### src/rtl/cpx_pkg.sv
package cpx_pkg;
  typedef enum logic [1:0] {
    ST_IDLE  = 2'd0,
    ST_AWAIT = 2'd1,
    ST_RUN   = 2'd2
  } seq_st_t;

  localparam int RSP_W = 16;

  localparam logic [1:0] REG_GEN   = 2'd0;
  localparam logic [1:0] REG_CND   = 2'd1;
  localparam logic [1:0] REG_RESP  = 2'd2;
  localparam logic [1:0] REG_IADDR = 2'd3;

  localparam logic [3:0] TAG_GEN = 4'hC;
  localparam logic [3:0] TAG_CND = 4'hD;

  localparam logic [RSP_W-1:0] RSP_NULL    = 16'h0000;
  localparam logic [RSP_W-1:0] RSP_BUSY    = 16'h2000;
  localparam logic [RSP_W-1:0] RSP_RELEASE = 16'h4800;
  localparam logic [RSP_W-1:0] RSP_COND    = 16'h6000;
  localparam logic [RSP_W-1:0] RSP_PREX    = 16'hE000;
endpackage

### src/rtl/cpx_start_decode.sv
module cpx_start_decode
  import cpx_pkg::*;
#(
  parameter int OP_W   = 12,
  parameter int COND_N = 8
) (
  input  logic [15:0]       word,
  input  logic              is_cond,
  input  logic [COND_N-1:0] flags,
  output logic              recog,
  output logic [OP_W-1:0]   op,
  output logic              pred
);
  localparam int PRED_W = (COND_N > 1) ? $clog2(COND_N) : 1;

  logic [3:0] want_tag;

  assign want_tag = is_cond ? TAG_CND : TAG_GEN;
  assign recog    = (word[15:12] == want_tag);
  assign op       = word[OP_W-1:0];

  generate
    if (COND_N == 1) begin : g_one
      assign pred = flags[0];
    end else begin : g_sel
      logic [PRED_W-1:0] idx;
      assign idx  = word[PRED_W-1:0];
      assign pred = (32'(idx) < COND_N) ? flags[idx] : 1'b0;
    end
  endgenerate
endmodule

### src/rtl/cpx_fault_hold.sv
module cpx_fault_hold #(
  parameter int DATA_W = 32,
  parameter int VEC_W  = 8
) (
  input  logic              clk,
  input  logic              rst,
  input  logic              set_i,
  input  logic [VEC_W-1:0]  set_vec,
  input  logic [DATA_W-1:0] set_addr,
  input  logic              ack_i,
  input  logic              wipe_i,
  output logic              pend_o,
  output logic [VEC_W-1:0]  vec_o,
  output logic [DATA_W-1:0] addr_o
);
  always_ff @(posedge clk) begin
    if (rst) begin
      pend_o <= 1'b0;
      vec_o  <= '0;
      addr_o <= '0;
    end else begin
      if (set_i) begin
        pend_o <= 1'b1;
        vec_o  <= set_vec;
      end else if (ack_i) begin
        pend_o <= 1'b0;
      end
      if (set_i) begin
        addr_o <= set_addr;
      end else if (wipe_i) begin
        addr_o <= '0;
      end
    end
  end
endmodule

### src/rtl/cpx_seq.sv
module cpx_seq
  import cpx_pkg::*;
#(
  parameter int DATA_W = 32,
  parameter int OP_W   = 12,
  parameter int VEC_W  = 8,
  parameter logic [VEC_W-1:0] UNREC_VEC = 8'h0B
) (
  input  logic              clk,
  input  logic              rst,
  input  logic              wr_start,
  input  logic              start_cond,
  input  logic              wr_iaddr,
  input  logic              rd_resp,
  input  logic [DATA_W-1:0] wdata,
  input  logic              recog,
  input  logic [OP_W-1:0]   op,
  input  logic              pred,
  input  logic              pend,
  input  logic [VEC_W-1:0]  pend_vec,
  input  logic              exec_done,
  input  logic              exec_fault,
  output logic [RSP_W-1:0]  resp,
  output logic              ack_o,
  output logic              run_o,
  output logic              fault_set,
  output logic              exec_start,
  output logic [OP_W-1:0]   exec_op,
  output logic [DATA_W-1:0] exec_addr
);
  seq_st_t         st;
  logic            rdefer_q;
  logic [OP_W-1:0] op_q;

  assign run_o     = (st == ST_RUN);
  assign ack_o     = rd_resp && rdefer_q;
  assign fault_set = run_o && exec_done && exec_fault;

  always_ff @(posedge clk) begin
    if (rst) begin
      st         <= ST_IDLE;
      resp       <= RSP_NULL;
      rdefer_q   <= 1'b0;
      op_q       <= '0;
      exec_start <= 1'b0;
      exec_op    <= '0;
      exec_addr  <= '0;
    end else begin
      exec_start <= 1'b0;
      if (rd_resp) begin
        resp     <= RSP_NULL;
        rdefer_q <= 1'b0;
      end
      if (run_o && exec_done) begin
        st <= ST_IDLE;
      end
      if (wr_start) begin
        rdefer_q <= 1'b0;
        if (pend) begin
          resp     <= RSP_PREX | RSP_W'(pend_vec);
          rdefer_q <= 1'b1;
        end else if (st != ST_IDLE) begin
          resp <= RSP_BUSY;
        end else if (!recog) begin
          resp <= RSP_PREX | RSP_W'(UNREC_VEC);
        end else if (!start_cond) begin
          resp <= RSP_RELEASE;
          op_q <= op;
          st   <= ST_AWAIT;
        end else begin
          resp <= RSP_COND | RSP_W'(pred);
        end
      end
      if (wr_iaddr && st == ST_AWAIT) begin
        exec_start <= 1'b1;
        exec_op    <= op_q;
        exec_addr  <= wdata;
        st         <= ST_RUN;
      end
    end
  end
endmodule

### src/rtl/cpx_defer_resp.sv
module cpx_defer_resp
  import cpx_pkg::*;
#(
  parameter int DATA_W = 32,
  parameter int OP_W   = 12,
  parameter int VEC_W  = 8,
  parameter int COND_N = 8,
  parameter logic [VEC_W-1:0] UNREC_VEC = 8'h0B
) (
  input  logic              clk,
  input  logic              rst,
  input  logic              bus_wr,
  input  logic              bus_rd,
  input  logic [1:0]        bus_addr,
  input  logic [DATA_W-1:0] bus_wdata,
  output logic [DATA_W-1:0] bus_rdata,
  output logic              exec_start,
  output logic [OP_W-1:0]   exec_op,
  output logic [DATA_W-1:0] exec_addr,
  input  logic              exec_done,
  input  logic              exec_fault,
  input  logic [VEC_W-1:0]  exec_vec,
  input  logic [COND_N-1:0] cond_flags
);
  logic              wr_start, start_cond, wr_iaddr, rd_resp, wipe;
  logic              recog, pred, pend_w, ack_w, run_w, fault_set;
  logic [OP_W-1:0]   dec_op;
  logic [VEC_W-1:0]  pend_vec;
  logic [DATA_W-1:0] faddr_w;
  logic [RSP_W-1:0]  resp_w;

  assign start_cond = (bus_addr == REG_CND);
  assign wr_start   = bus_wr && (bus_addr == REG_GEN || start_cond);
  assign wr_iaddr   = bus_wr && (bus_addr == REG_IADDR);
  assign wipe       = bus_wr && (bus_addr == REG_RESP);
  assign rd_resp    = bus_rd && (bus_addr == REG_RESP);

  cpx_start_decode #(.OP_W(OP_W), .COND_N(COND_N)) u_dec (
    .word    (bus_wdata[15:0]),
    .is_cond (start_cond),
    .flags   (cond_flags),
    .recog   (recog),
    .op      (dec_op),
    .pred    (pred)
  );

  cpx_fault_hold #(.DATA_W(DATA_W), .VEC_W(VEC_W)) u_hold (
    .clk      (clk),
    .rst      (rst),
    .set_i    (fault_set),
    .set_vec  (exec_vec),
    .set_addr (exec_addr),
    .ack_i    (ack_w),
    .wipe_i   (wipe),
    .pend_o   (pend_w),
    .vec_o    (pend_vec),
    .addr_o   (faddr_w)
  );

  cpx_seq #(.DATA_W(DATA_W), .OP_W(OP_W), .VEC_W(VEC_W), .UNREC_VEC(UNREC_VEC)) u_seq (
    .clk        (clk),
    .rst        (rst),
    .wr_start   (wr_start),
    .start_cond (start_cond),
    .wr_iaddr   (wr_iaddr),
    .rd_resp    (rd_resp),
    .wdata      (bus_wdata),
    .recog      (recog),
    .op         (dec_op),
    .pred       (pred),
    .pend       (pend_w),
    .pend_vec   (pend_vec),
    .exec_done  (exec_done),
    .exec_fault (exec_fault),
    .resp       (resp_w),
    .ack_o      (ack_w),
    .run_o      (run_w),
    .fault_set  (fault_set),
    .exec_start (exec_start),
    .exec_op    (exec_op),
    .exec_addr  (exec_addr)
  );

  always_ff @(posedge clk) begin
    if (rst) begin
      bus_rdata <= '0;
    end else if (bus_rd) begin
      case (bus_addr)
        REG_RESP:  bus_rdata <= DATA_W'(resp_w);
        REG_IADDR: bus_rdata <= faddr_w;
        default:   bus_rdata <= '0;
      endcase
    end
  end
endmodule

### config.mk
export PLATFORM = sky130hd
export DESIGN_NAME = cpx_defer_resp
export DESIGN_NICKNAME = d
export VERILOG_FILES = /design/src/rtl/cpx_pkg.sv /design/src/rtl/cpx_start_decode.sv /design/src/rtl/cpx_fault_hold.sv /design/src/rtl/cpx_seq.sv /design/src/rtl/cpx_defer_resp.sv
export SDC_FILE = /design/constraint.sdc
export NUM_CORES = 1
export LEC_CHECK = 0
export BUFFER_PORTS_ARGS = -buffer_cell sky130_fd_sc_hd__buf_4
export CORE_AREA = 2 2 123 125
export DETAILED_ROUTE_END_ITERATION = 10
export DIE_AREA = 0 0 125 127
export PLACE_DENSITY_LB_ADDON = 0.3
export RECOVER_POWER = 100
export SYNTH_ARGS = -nofsm -noshare
export SYNTH_HDL_FRONTEND = slang
export SYNTH_HIERARCHICAL = 1
export SYNTH_SLANG_ARGS = --single-unit
### constraint.sdc
create_clock -name clk -period 1.9 [get_ports clk]
set_input_delay 0.19 -clock clk [delete_from_list [all_inputs] [get_ports clk]]
set_output_delay 0.19 -clock clk [all_outputs]
set_load 0.01 [all_outputs]
# Word-level counts from Yosys, hierarchy flattened
# Index checks and enable logic that the tools add are counted.
[classes] bitwise=3 n_reduce_logical=16 n_eq_ne=6 n_mux=25 magnitude_cmp=1
[op_table] op="two-way mux 16 bit" n=5
[op_table] op="two-way mux 32 bit" n=2
[op_table] op="case mux 32 bit (2 select lines)" n=1
[op_table] op="two-way mux 14 bit" n=1
[op_table] op="two-way mux 2 bit" n=7
[op_table] op="logical AND 1 bit" n=8
[op_table] op="two-way mux 1 bit" n=8
[op_table] op="nonzero test 2 bit" n=4
[op_table] op="== test 2 bit, second input constant" n=3
[op_table] op="AND reduction 5 bit" n=1
[op_table] op="== test 2 x 1 -> 1 bit, second input constant" n=2
[op_table] op="== test 4 bit" n=1
[op_table] op="< comparator 3 x 4 -> 1 bit, second input constant" n=1
[op_table] op="binary-select mux 1 bit (select 3 bit)" n=1
[op_table] op="NOT 1 bit" n=3
[op_table] op="zero test 2 bit" n=1
[op_table] op="OR reduction 2 bit" n=1
[op_table] op="logical OR 1 bit" n=1
[word_totals] out_inout_bits=77 input_bits=56 reg_bits=149

# Longest topological paths before layout
# Gate-level depths: netlist (run 1).
[depth] depth_word=9 ltp_mapped=7 depth_no_buf=6

# Cells and area by module
# Netlist (run 1), hierarchy kept.
[modules_own_cells] mod="cpx_seq" n_inst=1 area_each_um2=2513.7 cells_per_inst=223
[modules_own_cells] mod="cpx_fault_hold" n_inst=1 area_each_um2=1805.5 cells_per_inst=174
[modules_own_cells] mod="cpx_defer_resp" n_inst=1 area_each_um2=1187.4 cells_per_inst=98
[modules_own_cells] mod="cpx_start_decode" n_inst=1 area_each_um2=171.4 cells_per_inst=18

# Least setup slack after synthesis (run 1)
# Ideal clock, no wire load.
[synth_path] kind="input-to-reg" startpoint="in bus_addr[0]" endpoint="reg u_seq.op_q[10]" required_ps=1828 setup_slack_ps=-52 arrival_time_ps=1880 cell_stages=7 setup_time_ps=72 n_path_buf=2 path_cell_list="buf_2 > nor2b_1 > xor2_1 > nor3_1 > nor3b_4 > buf_8 > mux2i_1"
[synth_via] elab_chain_cells=4 word_cells_on_any_way=8 classes_between="eq/ne: 2; mux: 1; bitwise: 1; reduce/logical: 4"
[synth_rtl] element="start, declared" line_no="cpx_defer_resp.sv:14" source="input logic [1:0] bus_addr,"
[synth_rtl] element="== test 2 x 1 -> 1 bit" line_no="cpx_defer_resp.sv:32" source="assign start_cond = (bus_addr == REG_CND);"
[synth_rtl] element="via start_cond" line_no="cpx_defer_resp.sv:25" source="logic wr_start, start_cond, wr_iaddr, rd_resp, wipe;"
[synth_rtl] element="two-way mux 1 bit" line_no="cpx_start_decode.sv:18" source="assign want_tag = is_cond ? TAG_CND : TAG_GEN;"
[synth_rtl] element="== test 4 bit" line_no="cpx_start_decode.sv:19" source="assign recog = (word[15:12] == want_tag);"
[synth_rtl] element="via recog" line_no="cpx_defer_resp.sv:26" source="logic recog, pred, pend_w, ack_w, run_w, fault_set;"
[synth_rtl] element="AND reduction 5 bit (no source line)"
[synth_rtl] element="end signal, assigned" line_no="cpx_seq.sv:68" source="op_q <= op;"
[synth_rtl] element="end, declared" line_no="cpx_seq.sv:33" source="logic [OP_W-1:0] op_q;"
# The timed path passes the listed nets, and every way through them passes these cells.
# A chain may end at the register's enable or synchronous reset.

# Final worst setup path (run 1)
[layout_path] startpoint="reg u_seq.st[1]" endpoint="reg u_seq.op_q[8]"
[layout_via] elab_chain_cells=3
[layout_rtl] element="start, declared" line_no="cpx_seq.sv:31" source="seq_st_t st;"
[layout_rtl] element="start signal, assigned" line_no="cpx_seq.sv:41" source="st <= ST_IDLE;"
[layout_rtl] element="start signal, assigned" line_no="cpx_seq.sv:55" source="st <= ST_IDLE;"
[layout_rtl] element="start signal, assigned" line_no="cpx_seq.sv:69" source="st <= ST_AWAIT;"
[layout_rtl] element="nonzero test 2 bit" line_no="cpx_seq.sv:62" source="end else if (st != ST_IDLE) begin"
[layout_rtl] element="NOT 1 bit (no source line)"
[layout_rtl] element="AND reduction 5 bit (no source line)"
# Every way passes these cells.

==> tab_implementation.tex, run 1 <==
\begin{tabular}{lr}
\hline
Metric & Value \\
\hline
\multicolumn{2}{l}{\textbf{Outcome}} \\
\quad Status & finished clean \\
\multicolumn{2}{l}{\textbf{Route}} \\
\quad Number of optimization iterations in the first detailed-route pass & 4 \\
\quad Total detailed-routing wirelength & 14600 µm \\
\quad Iteration-0 DRC Markers & between 200 and 250 \\
\quad Remaining antenna violation count after routing & 0 \\
\quad Post-detailed-route via-to-cell ratio & 5.08 \\
\quad Average wire per standard cell & $\sim$17 µm \\
\quad Number of DRC violations after detailed routing & 0 \\
\quad Routed vias & 4362 \\
\multicolumn{2}{l}{\textbf{Clock network}} \\
\quad Sink Count & 145 \\
\quad Clock-pin slew on the worst setup and hold paths & 60 ps \\
\quad Post-CTS setup-driven buffer insertion count & 0 \\
\quad Num CTS Buffers & 17 \\
\quad Clk root buf & sky130\_fd\_sc\_hd\_\_clkbuf\_16 \\
\quad Number of hold buffers added after cts & 31 \\
\quad Clock tree from TritonCTS & yes \\
\quad Clock network latency to the later pin of the worst-skew pair & 420 ps \\
\quad H-Tree Level Count & 4 \\
\quad Buffer levels on the longest clock path & 2 \\
\quad Post-CTS resize count & 0 \\
\multicolumn{2}{l}{\textbf{STA}} \\
\quad Hold Vio Cnt, Final & 0 \\
\quad Worst clock skew & 5.23 ps \\
\quad Actual slew at the worst max-slew pin & 791 ps \\
\quad Relative slew margins & 47.3\% \\
\quad Final slew viol count & 0 \\
\quad Total negative slack & 0 ps \\
\quad Crit share post-route & 90.5\% \\
\quad Highest clock rate & roughly 0.58 GHz \\
\quad Number of setup violations in the final report & 0 \\
\quad Final critical-path required period & 1720 ps \\
\quad Worst hold slack & 19.1 ps \\
\quad Setup repair after global routing missed its margin & no \\
\multicolumn{2}{l}{\textbf{Logic synthesis}} \\
\quad Number of standard cells after synthesis & 513 \\
\quad Netlist cell types & 42 \\
\quad Yosys warning count & 6 \\
\quad Dominant synthesized flop cell & sky130\_fd\_sc\_hd\_\_dfxtp\_1 \\
\quad Fraction of registers with async set/reset & 0\% \\
\quad Register area share after synthesis & about half \\
\quad Total of flip-flops plus latches after synthesis & $\sim$150 \\
\quad Number of synthesized flops with an enable pin & 0 \\
\quad Combined area of all synthesized cells & around 5700 µm² \\
\quad Synth Area per Inst & 11.1 µm² \\
\multicolumn{2}{l}{\textbf{GRT}} \\
\quad Via count of the first global-routing pass & between 4000 and 5000 \\
\quad All-layer global routing usage & 18.5\% \\
\quad Total grt overflow & 0 \\
\quad Largest net degree at the start of global routing & 68 \\
\quad Wire length of the first global-routing pass & 23200 µm \\
\quad Number of antenna violations at the first check in global routing & 1 \\
\multicolumn{2}{l}{\textbf{Floorplan}} \\
\quad Site row count & 44 \\
\quad Horiz. Die Dim & around 130 µm \\
\quad \# IOs & 133 \\
\quad Die H & 127 µm \\
\quad Core Box Area & 14400 µm² \\
\quad Starting density of the core & 39.4\% \\
\quad Area of the die & 15900 µm² \\
\multicolumn{2}{l}{\textbf{Finish}} \\
\quad Synth-to-layout area growth & 28.5\% \\
\quad Net total in the final layout & 716 \\
\quad Filler Cells Inserted & 1401 \\
\quad Highest-count cells in the layout ignoring fill and taps & sky130\_fd\_sc\_hd\_\_dfxtp\_1 (145), sky130\_fd\_sc\_hd\_\_clkbuf\_1 (83), sky130\_fd\_sc\_hd\_\_buf\_4 (61) \\
\quad Post-route insts no fill & 858 \\
\quad Most common cell after layout, fill and taps aside & sky130\_fd\_sc\_hd\_\_dfxtp\_1 \\
\quad Share of cells above drive strength 1 & $\sim$18\% \\
\quad Final core utilization & 50.6\% \\
\multicolumn{2}{l}{\textbf{Placed design}} \\
\quad DP Wirelength & slightly below 10000 µm \\
\quad Routability cong. & 0.825 \\
\quad Input/output buffers & between 100 and 150 \\
\quad Placed Cells & 794 \\
\multicolumn{2}{l}{\textbf{Setup path}} \\
\quad Critical path arrival & 2060 ps \\
\quad Endpoint kind of the worst setup timing path & register \\
\quad CP max FO & 15 \\
\quad Req. time, crit path & 2240 ps \\
\quad Kind of launch point of the worst setup path & register \\
\quad Setup slack, reg-to-reg & 180 ps \\
\quad Crit Path Category & register to register \\
\multicolumn{2}{l}{\textbf{Power}} \\
\quad Maximum vdd ir drop & about 0.5 mV \\
\quad Total power divided by cell area & 968 nW/µm² \\
\quad Static Leak & 2.69 nW \\
\quad Tot Pwr & 7.06 mW \\
\multicolumn{2}{l}{\textbf{Min path}} \\
\quad Worst min path class & primary input to register \\
\multicolumn{2}{l}{\textbf{Flow run}} \\
\quad Number of maximum-capacitance violations & 0 \\
\hline
\end{tabular}
-- synth_stat cells (3+ instances only) --
| master | n | share of area (%) |
|---|---|---|
| sky130_fd_sc_hd__dfxtp_1 | 145 | 51 |
| sky130_fd_sc_hd__nand2_1 | 36 | 2.4 |
| sky130_fd_sc_hd__buf_2 | 13 | 1.1 |
| sky130_fd_sc_hd__a22o_1 | 60 | 9.3 |
| sky130_fd_sc_hd__and2_1 | 3 | 0.33 |
| sky130_fd_sc_hd__nand2b_1 | 26 | 2.9 |
| sky130_fd_sc_hd__inv_1 | 33 | 2.2 |
| sky130_fd_sc_hd__o32ai_2 | 30 | 8.6 |
| sky130_fd_sc_hd__buf_4 | 17 | 2.2 |
| sky130_fd_sc_hd__buf_6 | 7 | 1.4 |
| sky130_fd_sc_hd__mux2i_1 | 36 | 6.3 |
| sky130_fd_sc_hd__a21oi_1 | 11 | 0.97 |
| sky130_fd_sc_hd__a22oi_1 | 7 | 0.93 |
| sky130_fd_sc_hd__clkbuf_1 | 18 | 1.2 |
| sky130_fd_sc_hd__nor3_1 | 3 | 0.26 |
| sky130_fd_sc_hd__o2bb2ai_1 | 16 | 2.5 |
| sky130_fd_sc_hd__nor2_1 | 22 | 1.5 |
-- stage by stage --
stage / worst slack [ps] / instance area, µm²
floorplan: 34.9 / 5690
global placement: 166 / 6830
detailed placement: 72.3 / 6830
CTS: 161 / 7780
global route: 49.3 / 7300
finish: 180 / 7300
-- power by group --
part	internal (mW)	switching (mW)
sequential	3.06	0.00906
combinational	0.195	0.181
clock	2.39	1.23
-- kinds of logic (layout without fill, tap and decap cells) --
family,count (synthesis),in the layout,share of synthesized area (%)
other,1,5,0.0660
muxes,39,39,7.47
AOI/OAI and AO/OA,132,132,23.3
DFF,145,145,51.1
buffers and inverters,92,249,8.62
xor gates and xnor gates,1,1,0.154
and+or+nand+nor,103,103,9.30
-- per-layer routing --
metal / track usage, % / vias up / routed length [µm]
li1: - / 2121 / -
met1: 24.4 / 2090 / 6810
met2: 29.2 / 130 / 6790
met3: 4.86 / 21 / 769
met4: 7.32 / 0 / 250
met5: 0 / - / 0
-- critical path, cell delays in order, from the launching register on --
cell	delay [ps]
sky130_fd_sc_hd__dfxtp_1	360
sky130_fd_sc_hd__or4b_1	610
sky130_fd_sc_hd__nor3b_4	260
sky130_fd_sc_hd__buf_12	190
sky130_fd_sc_hd__mux2i_1	200
-- area by class of cell --
class / instances / area [µm²] / area share [%]
Sequential cell: 145 / 2900 / 39.8
Multi-Input combinational cell: 279 / 2160 / 29.6
Timing Repair Buffer: 183 / 1230 / 16.8
Clock buffer: 21 / 460 / 6.31
Tap cell: 184 / 230 / 3.16
Clock inverter: 11 / 184 / 2.52
Inverter: 34 / 128 / 1.75
Antenna cell: 1 / 2.50 / 0.0343
-- path summary, 6_finish.rpt --
check,depth (start not counted),to,startpoint
setup / recovery,4,u_seq/op_q[8],u_seq/st[1]
setup reg to reg,4,u_seq/op_q[8],u_seq/st[1]
hold reg to reg,1,bus_rdata[7],bus_rdata[7]
hold / removal,3,u_hold/vec_o[2],exec_vec[2]
-- registers in the layout (all words and copies together), names as in the netlist --
| signal | cells |
|---|---|
| bus_rdata | 32 |
| u_hold/addr_o | 32 |
| u_seq/exec_addr | 32 |
| u_seq/exec_op | 12 |
| u_seq/op_q | 12 |
| u_seq/resp | 12 |
| u_hold/vec_o | 8 |
| u_seq/st | 2 |
| u_hold/pend_o | 1 |
| u_seq/exec_start | 1 |
| u_seq/rdefer_q | 1 |
Note: power is estimated with default switching activity, not from simulation.
==> run 2: changes to the inputs <==
CELL_PAD_IN_SITES_DETAIL_PLACEMENT = 1   (was not set)
CELL_PAD_IN_SITES_GLOBAL_PLACEMENT = 2   (was not set)
CORE_AREA = 2 2 141 143   (was 2 2 123 125)
DIE_AREA = 0 0 143 145   (was 0 0 125 127)
==> tab_implementation.tex, run 2 (synthesis gave the netlist of run 1 again) <==
\begin{tabular}{lr}
\hline
Metric & Value \\
\hline
\multicolumn{2}{l}{\textbf{Placed design}} \\
\quad Placed Cells & 876 (+10\%) \\
\quad DP Wirelength & 11000 µm (+12\%) \\
\quad Input/output buffers & 132 (unchanged) \\
\quad Routability cong. & 0.748 (-9.4\%) \\
\quad Worst slack, placed & 164 ps (+91.4 ps) \\
\quad Standard cell area after detailed placement & 6920 µm² (+1.4\%) \\
\multicolumn{2}{l}{\textbf{GRT}} \\
\quad Wire length of the first global-routing pass & 25400 µm (+9.5\%) \\
\quad Total grt overflow & 0 (unchanged) \\
\quad Number of antenna violations at the first check in global routing & 0 (-1) \\
\quad Largest net degree at the start of global routing & 79 (+16\%) \\
\quad All-layer global routing usage & 15.9\% (-2.7 points) \\
\quad Via count of the first global-routing pass & 4682 (+9.4\%) \\
\multicolumn{2}{l}{\textbf{STA}} \\
\quad Number of setup violations in the final report & 0 (unchanged) \\
\quad Worst-case setup margin in the final layout & 157 ps (-23.2 ps) \\
\quad Actual slew at the worst max-slew pin & 987 ps (+197 ps) \\
\quad Crit share post-route & 91.8\% (+1.2 points) \\
\quad Setup repair after global routing missed its margin & no \\
\quad Hold Vio Cnt, Final & 0 (unchanged) \\
\quad Final slew viol count & 0 (unchanged) \\
\quad Worst clock skew & 7.82 ps (+2.60 ps) \\
\quad Highest clock rate & 0.574 GHz (-1.3\%) \\
\quad Final critical-path required period & 1740 ps (+23.2 ps) \\
\quad Total negative slack & 0 ps (unchanged) \\
\quad Relative slew margins & 33.9\% (-13 points) \\
\multicolumn{2}{l}{\textbf{Power}} \\
\quad Static Leak & 2.69 nW (about the same) \\
\quad Total power divided by cell area & 944 nW/µm² (-2.5\%) \\
\quad Maximum vdd ir drop & 0.626 mV (+25\%) \\
\multicolumn{2}{l}{\textbf{Clock network}} \\
\quad Clock tree from TritonCTS & yes \\
\quad Sink Count & 145 (unchanged) \\
\quad Post-CTS resize count & 0 (unchanged) \\
\quad Clk root buf & sky130\_fd\_sc\_hd\_\_clkbuf\_16 \\
\quad Clock network latency to the later pin of the worst-skew pair & 430 ps (about the same) \\
\quad Num CTS Buffers & 17 (unchanged) \\
\quad Clock-pin slew on the worst setup and hold paths & 60 ps (about the same) \\
\quad H-Tree Level Count & 4 (unchanged) \\
\quad Buffer levels on the longest clock path & 2 (unchanged) \\
\multicolumn{2}{l}{\textbf{Route}} \\
\quad Number of optimization iterations in the first detailed-route pass & 4 (unchanged) \\
\quad Iteration-0 DRC Markers & 163 (-25\%) \\
\quad Post-detailed-route via-to-cell ratio & 4.62 (-9.1\%) \\
\quad Top Layer Used & met4 \\
\quad Total detailed-routing wirelength & 16000 µm (+9.5\%) \\
\quad WL met1 & 7400 µm (+8.6\%) \\
\quad Number of DRC violations after detailed routing & 0 (unchanged) \\
\quad WL met2 & 7700 µm (+13\%) \\
\quad Routed vias & 4379 (+0.39\%) \\
\quad Remaining antenna violation count after routing & 0 (unchanged) \\
\quad Routed wire length on met3 & 621 µm (-19\%) \\
\quad Average wire per standard cell & 16.9 µm (-0.89\%) \\
\multicolumn{2}{l}{\textbf{Floorplan}} \\
\quad Site row count & 51 (+16\%) \\
\quad Starting density of the core & 29.6\% (-9.8 points) \\
\quad \# IOs & 133 (unchanged) \\
\quad Horiz. Die Dim & 143 µm (+14\%) \\
\quad Area of the die & 20700 µm² (+31\%) \\
\quad Core Box Area & 19200 µm² (+33\%) \\
\quad Die H & 145 µm (+14\%) \\
\multicolumn{2}{l}{\textbf{Setup path}} \\
\quad Critical path arrival & 2090 ps (+30 ps) \\
\quad Depth of the worst register-to-register path & 4 (unchanged) \\
\quad Reg2reg end & u\_seq/op\_q[11] \\
\quad Largest stage delay on the critical path & 600 ps (about the same) \\
\quad Launch point of the worst path & u\_seq/st[1] \\
\quad Kind of launch point of the worst setup path & register \\
\quad Endpoint kind of the worst setup timing path & register \\
\quad Master of the slowest instance on the critical path & sky130\_fd\_sc\_hd\_\_or4b\_1 \\
\quad WP buf/inv & 1 (unchanged) \\
\quad Ordered cell list for the critical path & or4b\_1, nor3b\_4, buf\_12, mux2i\_1 \\
\quad Top cell family by delay on the critical path & simple AND/OR/NAND/NOR gates \\
\quad Crit Path Category & register to register \\
\quad Critical R2R Launch & u\_seq/st[1] \\
\quad CP max FO & 15 (unchanged) \\
\quad Setup slack, reg-to-reg & 160 ps (-20 ps) \\
\quad Req. time, crit path & 2250 ps (about the same) \\
\multicolumn{2}{l}{\textbf{Min path}} \\
\quad Hold Crit Endpoint & u\_hold/vec\_o[0] \\
\quad Worst min path class & primary input to register \\
\quad Launch instance of the worst min-delay path & exec\_vec[0] \\
\quad Hold Path Cell Cnt & 3 (unchanged) \\
\multicolumn{2}{l}{\textbf{Finish}} \\
\quad Fin area & 7410 µm² (+1.5\%) \\
\quad Top flop regs & bus\_rdata: 32 flops, u\_hold/addr\_o: 32 flops, u\_seq/exec\_addr: 32 flops \\
\quad Share of cells above drive strength 1 & 18.0\% (+0.18 points) \\
\quad Post-route insts no fill & 948 (+10\%) \\
\quad Net total in the final layout & 726 (+1.4\%) \\
\quad Synth-to-layout area growth & 30.5\% \\
\quad Highest-count cells in the layout ignoring fill and taps & sky130\_fd\_sc\_hd\_\_dfxtp\_1 (145), sky130\_fd\_sc\_hd\_\_clkbuf\_1 (85), sky130\_fd\_sc\_hd\_\_buf\_4 (65) \\
\quad Final core utilization & 38.6\% (-12 points) \\
\quad Most common cell after layout, fill and taps aside & sky130\_fd\_sc\_hd\_\_dfxtp\_1 \\
\quad Filler Cells Inserted & 2150 (+53\%) \\
\quad Count of inserted antenna diode cells & 0 (-1) \\
\multicolumn{2}{l}{\textbf{Outcome}} \\
\quad Status & finished clean \\
\multicolumn{2}{l}{\textbf{Flow run}} \\
\quad Number of maximum-capacitance violations & 0 (unchanged) \\
\hline
\end{tabular}
[run 2: cell types whose count changed in the layout (fill, tap and decap cells not counted), sizes merged, moves of 2 or more]
cell / before / now
clkinvlp: 0 / 4
clkbuf: 105 / 108
buf: 68 / 70
dlygate4sd3: 31 / 33
[run 2: tightest hold or removal path: stages]
cell and delay (ps):
sky130_fd_sc_hd__buf_4 90, sky130_fd_sc_hd__mux2i_1 60, sky130_fd_sc_hd__nor2_1 70
[run 2: worst max-delay path by stage]
stage                             to  slack [ps]  cells after the start
floorplan             u_seq/op_q[10]          30                      7
global placement       u_seq/op_q[9]         220                      7
detailed placement    u_seq/op_q[11]         160                      7
CTS                  u_hold/vec_o[2]         160                      6
global route        u_hold/addr_o[0]          50                      7
finish                u_seq/op_q[11]         160                      4
[run 2: area by class of cell]
| cell class | instances | area (µm²) | area share (%) |
|---|---|---|---|
| clock buffers | 18 | 439 | 5.93 |
| multi-input cells | 279 | 2150 | 29.0 |
| clock inverters | 14 | 188 | 2.53 |
| flip-flops and latches | 145 | 2900 | 39.2 |
| repair buffers | 193 | 1270 | 17.1 |
| well taps | 265 | 332 | 4.48 |
| inverters | 34 | 128 | 1.72 |
[run 2: power by group]
part,switching (mW),internal (mW),leakage (nW)
logic,0.183,0.196,1.22
clock network,1.32,2.22,0.298
registers,0.00897,3.06,1.17
[run 2: routing by layer]
layer  track usage, %  up-vias
met5                0        -
li1                 -     2133
met2             25.8       88
met1             20.1     2135
met4             6.19        0
met3             3.89       23
[run 2: repair_timing]
action                                  CTS  global route
endpoints found under the hold margin    33             0
hold buffers                             33             0
endpoints found under the setup margin    0             1
buffers inserted                          0             7
[run 2: per-stage QoR]
| stage | hold WS (ps) | total power [mW] |
|---|---|---|
| after global routing | 21.0 | 7.22 |
| after CTS | 4.96 | 7.10 |
| after detailed placement | 405 | 3.48 |
| after floorplan | 316 | 3.33 |
| final | 22.0 | 6.99 |
| after global placement | 403 | 3.47 |
